## src/rtl/fsk_dualpwm_tx.sv

```systemverilog
module fsk_dualpwm_tx #(
  parameter int CLK_HZ     = 100_000_000,
  parameter int TONE0_HZ   = 63_000,
  parameter int TONE1_HZ   = 74_000,
  parameter int BIT_CLKS   = 4000,
  parameter int MARK_TONE1 = 1
) (
  input  logic clk,
  input  logic rst_n,
  input  logic tx_en,
  input  logic bit_valid,
  input  logic bit_data,
  output logic bit_ready,
  output logic pwm_wide,
  output logic pwm_narrow,
  output logic busy
);
  localparam int H0   = (CLK_HZ + TONE0_HZ) / (2 * TONE0_HZ);
  localparam int H1   = (CLK_HZ + TONE1_HZ) / (2 * TONE1_HZ);
  localparam int HMAX = (H0 > H1) ? H0 : H1;
  localparam int CW   = $clog2(HMAX + 1);
  localparam int BW   = (BIT_CLKS > 1) ? $clog2(BIT_CLKS) : 1;

  localparam logic [CW-1:0] HALF0 = CW'(H0);
  localparam logic [CW-1:0] HALF1 = CW'(H1);
  localparam logic [CW-1:0] LO0   = CW'(H0 / 3);
  localparam logic [CW-1:0] HI0   = CW'((2 * H0) / 3);
  localparam logic [CW-1:0] LO1   = CW'(H1 / 3);
  localparam logic [CW-1:0] HI1   = CW'((2 * H1) / 3);
  localparam logic [BW-1:0] BLAST = BW'(BIT_CLKS - 1);

  logic          active, up, cur_sel, nxt_sel;
  logic [CW-1:0] cnt;
  logic [BW-1:0] bit_cnt;

  wire [CW-1:0] half  = cur_sel ? HALF1 : HALF0;
  wire [CW-1:0] lo_th = cur_sel ? LO1 : LO0;
  wire [CW-1:0] hi_th = cur_sel ? HI1 : HI0;

  wire bit_last = (bit_cnt == BLAST);
  wire take     = bit_valid && bit_ready;
  wire take_sel = (MARK_TONE1 != 0) ? bit_data : !bit_data;

  assign bit_ready  = tx_en && (!active || bit_last);
  assign busy       = active;
  assign pwm_wide   = active && (cnt >= lo_th);
  assign pwm_narrow = active && (cnt >= hi_th);

  always_ff @(posedge clk) begin
    if (!rst_n) begin
      active  <= 1'b0;
      up      <= 1'b1;
      cnt     <= '0;
      bit_cnt <= '0;
      cur_sel <= 1'b0;
      nxt_sel <= 1'b0;
    end else if (!tx_en) begin
      active  <= 1'b0;
      up      <= 1'b1;
      cnt     <= '0;
      bit_cnt <= '0;
    end else begin
      if (take) begin
        active  <= 1'b1;
        bit_cnt <= '0;
        nxt_sel <= take_sel;
      end else if (active) begin
        if (bit_last) begin
          active  <= 1'b0;
          bit_cnt <= '0;
        end else begin
          bit_cnt <= bit_cnt + 1'b1;
        end
      end

      if ((active || take) && cnt == '0)
        cur_sel <= take ? take_sel : nxt_sel;

      if (active && (take || !bit_last)) begin
        if (up) begin
          cnt <= cnt + 1'b1;
          if (cnt == half - 1'b1) up <= 1'b0;
        end else begin
          cnt <= cnt - 1'b1;
          if (cnt == CW'(1)) up <= 1'b1;
        end
      end else begin
        cnt <= '0;
        up  <= 1'b1;
      end
    end
  end

  assert_nested_R4: assert property (@(posedge clk) disable iff (!rst_n)
    pwm_narrow |-> pwm_wide);

  assert_cnt_range_R3: assert property (@(posedge clk) disable iff (!rst_n)
    cnt <= half);

  assert_tone_hold_R7: assert property (@(posedge clk) disable iff (!rst_n)
    (active && cnt != '0) |=> $stable(cur_sel));

  assert_bit_len_R6: assert property (@(posedge clk) disable iff (!rst_n)
    bit_cnt <= BLAST);

  assert_drain_R8: assert property (@(posedge clk) disable iff (!rst_n)
    (tx_en && active && bit_last && !bit_valid) |=> (!busy && !pwm_wide));

  assert_off_R9: assert property (@(posedge clk) disable iff (!rst_n)
    !tx_en |=> (!busy && cnt == '0 && !pwm_wide && !pwm_narrow));
endmodule

```

## config.mk

```make
export PLATFORM = sky130hd
export DESIGN_NAME = fsk_dualpwm_tx
export DESIGN_NICKNAME = d
export VERILOG_FILES = /design/src/rtl/fsk_dualpwm_tx.sv
export SDC_FILE = /design/constraint.sdc
export NUM_CORES = 1
export LEC_CHECK = 0
export BUFFER_PORTS_ARGS = -buffer_cell sky130_fd_sc_hd__buf_2
export CORE_MARGIN = 4
export CORE_UTILIZATION = 25
export CTS_BUF_LIST = sky130_fd_sc_hd__clkbuf_16
export CTS_CLUSTER_DIAMETER = 30
export CTS_CLUSTER_SIZE = 40
export DETAILED_ROUTE_END_ITERATION = 12
export GPL_TIMING_DRIVEN = 0
export PLACE_DENSITY = 0.44
export SYNTH_ARGS = -nofsm -noshare
export SYNTH_HDL_FRONTEND = slang
export SYNTH_SLANG_ARGS = --single-unit
```

## constraint.sdc

```tcl
create_clock -name clk -period 4.4 [get_ports clk]
set_input_delay 0.22 -clock clk [delete_from_list [all_inputs] [get_ports clk]]
set_output_delay 0.22 -clock clk [all_outputs]
set_load 0.01 [all_outputs]
```

==> metrics.txt <==
buffers added on ports 8; number of synthesis warnings 0; depth of the CTS H-tree 1; PwrDens 248.7 nW/um2; Final Non-Filler Cells 293; peak fanout along the critical path 7; Final Core Density 29.35%; synthesis-stage register bit count 26; switch share 21.22%; number of nets produced by synthesis 226; LEAKAGE 0.6667 nW; summed negative setup slack over all endpoints 0 ns; Clock Pin Slew Worst Setup and Hold Paths 0.06 ns; FMAX 417.4 MHz; die extent in x 90.08 um; startpoint kind of the worst setup timing path flip-flop; Reg-to-Reg Start bit_cnt[0]; vias in the first global route 1425; async set-or-reset flop fraction in the synthesized netlist 0%; count of antenna diodes in the layout 0; Yosys top cell by area dfxtp_1; total global routing track utilization 9.888%; Buffers & Inverters on Critical Path 3; TritonCTS clock tree yes; peak supply drop 0.1490 mV; number of violations of the max-capacitance limit 0; switching power 0.1000 mW; endpoint arrival time on the critical path 2.18 ns; number of antenna violations at the first check in global routing 0; proportion of layout cells with a drive suffix above 1 11.57%; relative contribution of the clock network to total power 41.8%; Clock Tree Root clkbuf_16; Worst-Margin Slew 0.4986 ns; post-route ant nets 0; largest net degree at the start of global routing 14; final wirelength 3.868 mm; max-slew violations 0; worst hold path class primary input to flip-flop; number of optimization iterations in the first detailed-route pass 4; overflow left after global routing 0; path length in cells of the critical path 8; HPWL after detailed placement 3.021 mm; post-cts hold buffer count 0; clock latency at the later pin of the worst-skew pair 0.26 ns; routability cong. 0.7602; number of rows in the core area 29; number of cells produced by synthesis 205; NumNets Final 239; fraction of post-synthesis cell area in the top cell type by area 30.91%; total number of vias 1469; final period utilization 54.45%; # placed instances 290; proportion of power drawn by flip-flops and latches 50.9%; total power draw 0.4715 mW; Register-to-Register Path Depth 8; number of CTS-inserted buffers 3; combined area of all synthesized cells 1684 um2; Rel. slew slack 66.76%; flop2flop setup slack 2.47 ns; element type at the critical path end output pin; Clock Skews 0.004782 ns; setup repair after global routing missed its margin no; hold violation count in the final report 0; first-pass GRT wire length 6.762 mm; final number of setup-violating endpoints 0; Placed Instance Area 1821 um2; critical path's top delay family compound AO/OA/AOI/OAI gates; average instance area after synthesis 8.215 um2; largest incremental delay on the critical path 0.48 ns; WP data required 4.18 ns; cell-by-cell trace of the critical path inv_1, ha_1, inv_1, a21boi_0, o41ai_1, a31o_2, a21oi_1, buf_2; Layout fillers 708; # clock sinks 26; sequential element share of the synthesized area 30.91%; run status finished clean; number of synthesized flops with an enable pin 0; number of distinct library cells after synthesis 50; I/O Pins 9; commonest cells in the synthesized netlist dfxtp_1, nor2_1, a21oi_1; effective utilization at floorplan 26.08%; DRC errors left 0; dominant synthesized flop cell dfxtp_1; drt first-iter violations 44; drt via density 5.014; core footprint 6459 um2; end point of the critical path pwm_narrow; Chip Height 90.08 um; die area 8114 um2; share of total power in combinational logic 7.3%; most frequently used cell type in the post-synthesis netlist dfxtp_1; Slowest cell on crit path dfxtp_1; Min Clock Period, post-route 2.396 ns; most frequent CP cell inv_1; Setup Crit Path Kind flip-flop to output pin; average wire per cell in the routed design 13.20 um; area overhead of the layout relative to synthesis 12.56%; largest cells by area after synthesis dfxtp_1, ha_1, a21oi_1, nor2_1, xor2_1; Crit Reg-Reg Endpoint cnt[9]; Critical path origin cur_sel; setup fix buffers added after clock tree synthesis 0; Int Pwr 0.3715 mW; deepest clock path buffer count 2; CTS-repair resized insts 0; final std cell area, no fill 1896 um2
-- per-stage QoR --
stage          setup WS (ns)  hold slack (ns)
4_1_cts                1.962           0.2252
2_1_floorplan          2.635           0.3482
3_3_place_gp           2.224           0.4525
3_5_place_dp           2.249           0.4789
5_1_grt                1.838           0.2401
6_report               2.004           0.2249
-- power groups by stage --
stage | registers [mW] | logic [mW] | clock network (mW)
6_report | 0.240 | 0.0342 | 0.197
5_1_grt | 0.240 | 0.0397 | 0.217
3_5_place_dp | 0.246 | 0.0346 | 0
2_1_floorplan | 0.245 | 0.0232 | 0
3_3_place_gp | 0.246 | 0.0344 | 0
4_1_cts | 0.240 | 0.0348 | 0.207
-- cell families after synthesis --
kind of cell / synth area share (%)
AND/OR/NAND/NOR: 27.27
AO/OA/AOI/OAI: 17.83
flip-flops: 30.91
buffers and inverters: 5.275
adder cells (fa/ha/maj): 11.89
XOR/XNOR: 6.241
multiplexers: 0.5944
-- layout make-up --
type	instances	area (um2)	share of cell area [%]
clock buffer	3	75.07	3.960
tap	77	96.34	5.083
timing repair buffer	8	40.04	2.112
sequential	26	520.5	27.46
buffer	10	62.56	3.300
multi-input combinational	162	1075	56.70
inverter	7	26.28	1.386
-- worst register-to-register path, stage by stage, from the launching register on --
cell and delay [ns]:
dfxtp_1 0.35, ha_1 0.24, and4_1 0.20, buf_2 0.15, and4_1 0.17, buf_2 0.17, a211o_1 0.31, buf_2 0.19
nor2_1 0.11
-- registers in the layout, summed over array words and instances, names as in the netlist --
signal   flops
up           1
cnt         10
busy         1
bit_cnt     12
cur_sel      1
nxt_sel      1
-- layer usage --
metal	vias to the layer above	share of wire (%)	track usage, %
met5	-	0	0
met4	0	0.49	1.531
li1	769	-	-
met1	686	49	12.38
met3	2	2.0	2.087
met2	12	49	17.67
-- how the worst min path moves through the flow --
stage	startpoint	cells past startpoint	end
after global routing	rst_n	2	nxt_sel
after floorplan	rst_n	1	nxt_sel
after CTS	rst_n	2	nxt_sel
after global placement	bit_cnt[11]	2	bit_cnt[11]
final	rst_n	2	nxt_sel
after detailed placement	bit_cnt[11]	2	bit_cnt[11]
-- placed cells by master, fill, tap and decap left out, types with 3 or more instances in the layout --
master     instances
xnor2_1            4
nor3_1             7
nand3_1            8
nand2_1           15
ha_1              16
o21ai_0            9
nand3b_1           3
o22ai_1            3
buf_2             13
dfxtp_1           26
nand4_1            6
nor2b_1            3
nor2_1            22
inv_1              7
clkbuf_16          3
a21oi_1           19
a31oi_1            3
xor2_1             8
(Power assumes the default switching activity.)
